<file path="src/rtl/rle_tx_pkg.sv">
package rle_tx_pkg;
  localparam int GRP_N = 4;
  localparam int GRP_W = 8;
  localparam int SMP_W = GRP_N * GRP_W;
  localparam int NB_W  = $clog2(GRP_N + 1);

  typedef enum logic [2:0] {
    ST_IDLE, ST_FETCH, ST_CMP, ST_FLUSH, ST_SEND_CNT, ST_SEND_VAL, ST_DONE
  } txState_t;

  typedef struct packed {
    logic init;       // latch configuration, arm counters
    logic fetch;      // issue one memory read
    logic adoptNew;   // first sample of a readout opens a run
    logic extend;     // fetched sample continues the run
    logic stash;      // fetched sample ends the run, park it
    logic adoptPend;  // parked sample opens the next run
    logic loadCnt;    // serializer takes the count word
    logic loadVal;    // serializer takes the value word
  } txStrobe_t;

  // gather enabled group bytes into the low end, lowest group first
  function automatic logic [SMP_W-1:0] packGroups(input logic [SMP_W-1:0] smp,
                                                  input logic [GRP_N-1:0] off);
    logic [SMP_W-1:0] res;
    int k;
    res = '0;
    k = 0;
    for (int g = 0; g < GRP_N; g++) begin
      if (!off[g]) begin
        res[k*GRP_W +: GRP_W] = smp[g*GRP_W +: GRP_W];
        k++;
      end
    end
    return res;
  endfunction

  function automatic logic [NB_W-1:0] countOn(input logic [GRP_N-1:0] off);
    logic [NB_W-1:0] res;
    res = '0;
    for (int g = 0; g < GRP_N; g++) begin
      if (!off[g]) res = res + NB_W'(1);
    end
    return res;
  endfunction

  function automatic logic [SMP_W-1:0] tagOf(input logic [NB_W-1:0] nb);
    if (nb == '0) return '0;
    return SMP_W'(1) << (int'(nb) * GRP_W - 1);
  endfunction
endpackage

</file>
<file path="src/rtl/rle_tx_dp.sv">
module rle_tx_dp
  import rle_tx_pkg::*;
#(
  parameter  int COUNT_W = 8,
  localparam int ADDR_W  = COUNT_W + 2,
  localparam int RUN_W   = COUNT_W + 3
) (
  input  logic               clk,
  input  logic               rstN,
  input  txStrobe_t          stb,
  input  logic [COUNT_W-1:0] readCount,
  input  logic [GRP_N-1:0]   groupOff,
  input  logic               rleEn,
  input  logic [SMP_W-1:0]   memData,
  input  logic               txReady,
  output logic               memRdEn,
  output logic [ADDR_W-1:0]  memAddr,
  output logic [GRP_W-1:0]   txData,
  output logic               txValid,
  output logic               noWork,
  output logic               lastFetched,
  output logic               runEmpty,
  output logic               runGt1,
  output logic               runExtend,
  output logic               pending,
  output logic               serLast
);
  logic [ADDR_W-1:0] addrQ;
  logic [ADDR_W:0]   remainQ;
  logic [GRP_N-1:0]  offQ;
  logic              rleQ;
  logic [NB_W-1:0]   nbQ;
  logic [SMP_W-1:0]  tagQ;
  logic [SMP_W-1:0]  curQ, pendQ, shiftQ;
  logic              pendingQ;
  logic [RUN_W-1:0]  runQ;
  logic [NB_W-1:0]   leftQ;

  logic [SMP_W-1:0]  newVal, countWord;
  logic [32:0]       runLimit;
  logic              atMax, accept;

  // fetched sample, compacted and with the tag position cleared in run mode
  always_comb begin
    newVal = packGroups(memData, offQ);
    if (rleQ) newVal = newVal & ~tagQ;
  end

  always_comb begin
    runLimit = (nbQ == '0) ? 33'd0 : (33'd1 << (int'(nbQ) * GRP_W - 1));
    atMax    = 33'(runQ) >= runLimit;
  end

  assign countWord   = SMP_W'(runQ - RUN_W'(1)) | tagQ;
  assign noWork      = (readCount == '0) || (&groupOff);
  assign lastFetched = (remainQ == '0);
  assign runEmpty    = (runQ == '0);
  assign runGt1      = (runQ > RUN_W'(1));
  assign runExtend   = rleQ && (newVal == curQ) && !atMax;
  assign pending     = pendingQ;
  assign memRdEn     = stb.fetch;
  assign memAddr     = addrQ;

  // sample walk and run bookkeeping
  always_ff @(posedge clk) begin
    if (!rstN) begin
      addrQ    <= '0;
      remainQ  <= '0;
      offQ     <= '0;
      rleQ     <= 1'b0;
      nbQ      <= '0;
      tagQ     <= '0;
      curQ     <= '0;
      pendQ    <= '0;
      pendingQ <= 1'b0;
      runQ     <= '0;
    end else begin
      if (stb.init) begin
        addrQ    <= {readCount - COUNT_W'(1), 2'b11};
        remainQ  <= {1'b0, readCount, 2'b00};
        offQ     <= groupOff;
        rleQ     <= rleEn;
        nbQ      <= countOn(groupOff);
        tagQ     <= tagOf(countOn(groupOff));
        runQ     <= '0;
        pendingQ <= 1'b0;
      end
      if (stb.fetch) begin
        addrQ   <= addrQ - ADDR_W'(1);
        remainQ <= remainQ - (ADDR_W + 1)'(1);
      end
      if (stb.adoptNew) begin
        curQ <= newVal;
        runQ <= RUN_W'(1);
      end
      if (stb.extend) runQ <= runQ + RUN_W'(1);
      if (stb.stash) begin
        pendQ    <= newVal;
        pendingQ <= 1'b1;
      end
      if (stb.adoptPend) begin
        curQ     <= pendQ;
        runQ     <= RUN_W'(1);
        pendingQ <= 1'b0;
      end
    end
  end

  // byte serializer: low byte first, load wins over shift
  assign txValid = (leftQ != '0);
  assign txData  = shiftQ[GRP_W-1:0];
  assign accept  = txValid && txReady;
  assign serLast = accept && (leftQ == NB_W'(1));

  always_ff @(posedge clk) begin
    if (!rstN) begin
      shiftQ <= '0;
      leftQ  <= '0;
    end else if (stb.loadCnt || stb.loadVal) begin
      shiftQ <= stb.loadCnt ? countWord : curQ;
      leftQ  <= nbQ;
    end else if (accept) begin
      shiftQ <= shiftQ >> GRP_W;
      leftQ  <= leftQ - NB_W'(1);
    end
  end
endmodule

</file>
<file path="src/rtl/rle_tx_ctrl.sv">
module rle_tx_ctrl
  import rle_tx_pkg::*;
(
  input  logic      clk,
  input  logic      rstN,
  input  logic      start,
  input  logic      noWork,
  input  logic      lastFetched,
  input  logic      runEmpty,
  input  logic      runGt1,
  input  logic      runExtend,
  input  logic      pending,
  input  logic      serLast,
  output txStrobe_t stb,
  output logic      busy,
  output logic      done
);
  txState_t stateQ, stateD;

  always_comb begin
    stb    = '0;
    stateD = stateQ;
    unique case (stateQ)
      ST_IDLE: if (start) begin
        stb.init = 1'b1;
        stateD   = noWork ? ST_DONE : ST_FETCH;
      end
      ST_FETCH: begin
        stb.fetch = 1'b1;
        stateD    = ST_CMP;
      end
      ST_CMP: begin
        if (runEmpty) begin
          stb.adoptNew = 1'b1;
          stateD       = lastFetched ? ST_FLUSH : ST_FETCH;
        end else if (runExtend) begin
          stb.extend = 1'b1;
          stateD     = lastFetched ? ST_FLUSH : ST_FETCH;
        end else begin
          stb.stash = 1'b1;
          stateD    = ST_FLUSH;
        end
      end
      ST_FLUSH: begin
        if (runGt1) begin
          stb.loadCnt = 1'b1;
          stateD      = ST_SEND_CNT;
        end else begin
          stb.loadVal = 1'b1;
          stateD      = ST_SEND_VAL;
        end
      end
      ST_SEND_CNT: if (serLast) begin
        stb.loadVal = 1'b1;
        stateD      = ST_SEND_VAL;
      end
      ST_SEND_VAL: if (serLast) begin
        if (pending) begin
          stb.adoptPend = 1'b1;
          stateD        = lastFetched ? ST_FLUSH : ST_FETCH;
        end else begin
          stateD = ST_DONE;
        end
      end
      ST_DONE: stateD = ST_IDLE;
      default: stateD = ST_IDLE;
    endcase
  end

  always_ff @(posedge clk) begin
    if (!rstN) stateQ <= ST_IDLE;
    else       stateQ <= stateD;
  end

  assign busy = (stateQ != ST_IDLE);
  assign done = (stateQ == ST_DONE);
endmodule

</file>
<file path="src/rtl/rle_sample_tx.sv">
module rle_sample_tx
  import rle_tx_pkg::*;
#(
  parameter  int COUNT_W = 8,
  localparam int ADDR_W  = COUNT_W + 2
) (
  input  logic               clk,
  input  logic               rstN,
  input  logic               start,
  input  logic [COUNT_W-1:0] readCount,
  input  logic [GRP_N-1:0]   groupOff,
  input  logic               rleEn,
  output logic               memRdEn,
  output logic [ADDR_W-1:0]  memAddr,
  input  logic [SMP_W-1:0]   memData,
  output logic [GRP_W-1:0]   txData,
  output logic               txValid,
  input  logic               txReady,
  output logic               busy,
  output logic               done
);
  txStrobe_t stb;
  logic noWork, lastFetched, runEmpty, runGt1, runExtend, pending, serLast;

  rle_tx_ctrl u_ctrl (
    .clk(clk), .rstN(rstN), .start(start),
    .noWork(noWork), .lastFetched(lastFetched), .runEmpty(runEmpty),
    .runGt1(runGt1), .runExtend(runExtend), .pending(pending),
    .serLast(serLast), .stb(stb), .busy(busy), .done(done)
  );

  rle_tx_dp #(.COUNT_W(COUNT_W)) u_dp (
    .clk(clk), .rstN(rstN), .stb(stb),
    .readCount(readCount), .groupOff(groupOff), .rleEn(rleEn),
    .memData(memData), .txReady(txReady),
    .memRdEn(memRdEn), .memAddr(memAddr),
    .txData(txData), .txValid(txValid),
    .noWork(noWork), .lastFetched(lastFetched), .runEmpty(runEmpty),
    .runGt1(runGt1), .runExtend(runExtend), .pending(pending),
    .serLast(serLast)
  );
endmodule

</file>
<file path="config.mk">
export PLATFORM = sky130hd
export DESIGN_NAME = rle_sample_tx
export DESIGN_NICKNAME = d
export VERILOG_FILES = /design/src/rtl/rle_tx_pkg.sv /design/src/rtl/rle_tx_dp.sv /design/src/rtl/rle_tx_ctrl.sv /design/src/rtl/rle_sample_tx.sv
export SDC_FILE = /design/constraint.sdc
export NUM_CORES = 1
export LEC_CHECK = 0
export BUFFER_PORTS_ARGS = -buffer_cell sky130_fd_sc_hd__buf_4
export CORE_MARGIN = 1
export CORE_UTILIZATION = 55
export DETAILED_ROUTE_END_ITERATION = 16
export GPL_ROUTABILITY_DRIVEN = 0
export PLACE_DENSITY_LB_ADDON = 0.08
export RECOVER_POWER = 25
export SKIP_LAST_GASP = 1
export SYNTH_ARGS = -nofsm -noshare
export SYNTH_HDL_FRONTEND = slang
export SYNTH_SLANG_ARGS = --single-unit
</file>
<file path="constraint.sdc">
create_clock -name clk -period 5 [get_ports clk]
set_clock_uncertainty 0.15 [all_clocks]
set_input_delay 1.25 -clock clk [delete_from_list [all_inputs] [get_ports clk]]
set_output_delay 1.25 -clock clk [all_outputs]
set_load 0.05 [all_outputs]
</file>
==> run summary <==
Yosys
• **library cell occupying the most area in the post-synthesis netlist** dfxtp_1
• **post-synthesis instance total** 1210
• **Yosys warnings** 0
• **average cell area after synthesis** 7.60 um2
• **number of unique standard cell types used by synthesis** 76
• **cell area after synthesis** 9200 um2
• **most frequently used flop master after synthesis** dfxtp_1
• **sequential element share of the synthesized area** 32.0%
• **Commonest cells post-synth** nand2_1, dfxtp_1, a21oi_1, nor2_1, clkbuf_1
• **top cells by area in the synthesized netlist** dfxtp_1, nand2_1, a21oi_1
• **top-count cell post-synth** nand2_1
• **Mapped Nets** 1285
• **number of enable-type register cells in the synthesized netlist** 0
• **count of state elements after synthesis** 147
• **async set-reset flop share out of synthesis** 0%
• **post-synth top area share** 32.0%

Placed design
• **half-perimeter wire length of the detailed placement result** 19.5 mm
• **Worst Setup Slack post-DPL** 0.290 ns
• **placed cell areas** 9760 um2
• **IO Port Bufs** 70

Routing
• **number of routed nets with antenna violations** 0
• **Vias per Instance** 6.28
• **number of search-and-repair iterations in the first detailed-routing pass** 5
• **detailed-route DRC error count** 0
• **iteration-0 DRC count of the detailed router** 832
• **aggregate routed wire length** 27.6 mm
• **vias post-DR** 9113
• **post-DR wirelength/cell** 19.0 um

GRT
• **All-Layer GR Usage** 32.2%
• **overall overflow remaining after global route** 0
• **largest net degree at the start of global routing** 45
• **vias in the first global route** 8272
• **wire length of the first global-routing pass** 44.5 mm
• **initial antenna violation count** 0

Power and ir drop
• **portion of total power attributed to sequential cells** 32.7%
• **Peak supply drop** 0.322 mV
• **Switch Pwr** 1.81 mW
• **Clk network pwr share** 29.6%
• **internal power summed over all cells** 2.53 mW
• **Power Total** 4.34 mW
• **reported leakage power** 3.79 nW
• **combinational power share** 37.7%
• **share of total power consumed by net switching** 41.7%
• **power density of the placed cells** 423 nW/um2

Critical path
• **required time reported for the critical path endpoint** 5.12 ns
• **number of gates on the worst path with buffers counted** 13
• **path type of the worst setup path** register to register
• **first element of the critical path** u_dp.offQ[0]
• **largest delay contributor family on the critical path** simple AND/OR/NAND/NOR gates
• **critical path fanouts, max** 11
• **CP Buf/Inv Count** 2
• **master of the slowest instance on the critical path** fa_1
• **startpoint types** register
• **data arrival time of the worst path** 4.96 ns
• **startpoint of the lowest-slack register-to-register path** u_dp.offQ[0]
• **length in cells of the worst reg-to-reg path** 13
• **Worst setup EP type** register
• **critical-path cell list** inv_1, fa_1, inv_1, ha_1, ha_1, or4b_4, or2_2, a31oi_1, xor2_1, nor4_2, nand4_1, o211ai_1, a31oi_1
• **largest incremental delay on the critical path** 0.62 ns

STA
• **setup repair after global routing missed its margin** yes
• **Setup violations, final** 0
• **number of max-slew violations in the final report** 81
• **worst-margin pin slew** 1.76 ns
• **Final Hold Viols** 0
• **Final min period** 4.84 ns
• **headroom to the max-slew limit** -17.6%
• **period utilisation layout** 96.8%
• **Final WS setup** 0.162 ns
• **FMAX** 207 MHz
• **total negative setup slack** 0 ns

Die
• **Die Y** 131 um
• **area inside the core boundary** 16100 um2
• **initial cell density of the core** 57.1%
• **standard-cell row count** 46
• **Die ar.** 17200 um2
• **Die X-Extent** 131 um
• **Ports** 71

Clocking
• **sinks on the clock net** 147
• **clock-pin slew of the registers on the worst-case setup and hold paths** 0.07 ns
• **maximum buffer depth of the clock tree** 2
• **hold buffer count at cts** 0
• **TritonCTS Buffers** 17
• **CTS H-tree depth** 4
• **post-CTS setup repair buffer count** 0
• **clock tree from TritonCTS** yes
• **clock latency on the worst-skew pair** 0.44 ns
• **Root Driver** clkbuf_16

Layout
• **area taken by multi-input logic gates** 5680 um2
• **share of cells above drive strength 1** 10.4%
• **Final Cell Area** 10300 um2
• **register area** 2940 um2
• **antenna cells** 0
• **Area growth, synth to finish** 11.4%
• **count of fill cells added during filler insertion** 1534
• **number of nets in the layout** 1297
• **final standard cell utilization of the core** 63.6%

Job
• **Maximum Capacitance Violations** 2

Status
• **status** complete, but fails checks
• **violated checks** capacitance limit, slew limit

Min path
• **beginning of the worst hold path** u_dp.pendQ[16]
• **cell depth of the worst hold path** 2
• **path category of the worst min-delay check** register to register

==> placed cells by master (no fill, tap or decap), types with 22 or more instances in the layout <==
cell type	instances
a31oi_1	22
buf_4	71
ha_1	25
nand3_1	47
a22oi_1	35
nor2_1	95
inv_1	40
nor3_1	31
clkbuf_1	24
a21oi_1	113
nand2_1	168
o211ai_1	30
a211oi_1	22
dfxtp_1	147
mux2i_1	36
o21ai_0	47
==> final timing paths <==
check | slack [ns] | endpoint
setup / recovery | 0.16 | u_dp.runQ[0]
hold / removal | 0.31 | u_dp.pendQ[16]
setup reg to reg | 0.16 | u_dp.runQ[0]
hold reg to reg | 0.31 | u_dp.pendQ[16]
==> worst reg2reg max path, stage by stage (launching register included) <==
cell,delay (ns)
dfxtp_1,0.33
inv_1,0.07
fa_1,0.62
inv_1,0.06
ha_1,0.18
ha_1,0.34
or4b_4,0.57
or2_2,0.38
a31oi_1,0.39
xor2_1,0.14
nor4_2,0.36
nand4_1,0.57
o211ai_1,0.39
a31oi_1,0.11
==> through the flow <==
step | hold slack [ns] | std cells
after global routing | 0.331 | 1451
after floorplan | 0.279 | 1210
after global placement | 0.288 | 1419
after detailed placement | 0.298 | 1419
after CTS | 0.310 | 1451
final | 0.308 | 1451
==> registers in the layout, summed over array words and instances (netlist names) <==
signal,cells
u_dp.curQ,32
u_dp.tagQ,4
u_dp.runQ,11
u_ctrl.stateQ,3
u_dp.pendQ,32
u_dp.rleQ,1
u_dp.memAddr,10
u_dp.shiftQ,32
u_dp.pending,1
u_dp.nbQ,3
u_dp.offQ,4
u_dp.leftQ,3
u_dp.remainQ,11
==> layer usage <==
metal  up-vias  part of all wire [%]  track usage [%]
li1       4412                     -                -
met1      4287                    45             45.1
met2       362                    44             49.0
met3        52                   8.3             7.33
met4         0                   2.2             9.75
met5         -                     0                0
==> cell type report <==
cell class	instances	share of cell area, %
Tap cell	216	2.64
Timing Repair Buffer	95	6.08
Clock buffer	17	4.15
Clock inverter	15	1.50
Multi-Input combinational cell	919	55.4
Inverter	42	1.54
Sequential cell	147	28.7
==> power by group through the flow <==
stage / clock network (mW) / registers [mW] / logic (mW)
6_report: 1.28 / 1.42 / 1.63
5_1_grt: 1.34 / 1.44 / 1.78
4_1_cts: 1.29 / 1.42 / 1.64
3_5_place_dp: 0 / 1.44 / 1.62
3_3_place_gp: 0 / 1.44 / 1.61
2_1_floorplan: 0 / 1.46 / 1.17
==> cell families after synthesis <==
family	count (synthesis)	share of synthesized area, %
and+or+nand+nor	465	24.8
adders and majority gates	26	3.62
xor gates and xnor gates	27	2.57
buffers and inverters	144	6.54
DFF	147	32.0
AOI/OAI and AO/OA	360	25.9
muxes	41	4.53
==> repair_timing <==
action	4_1_cts	5_1_grt
setup endpoints to repair	0	9
endpoints found under the hold margin	0	0
resized for setup	0	1
Power figures use the tool's default switching activity.
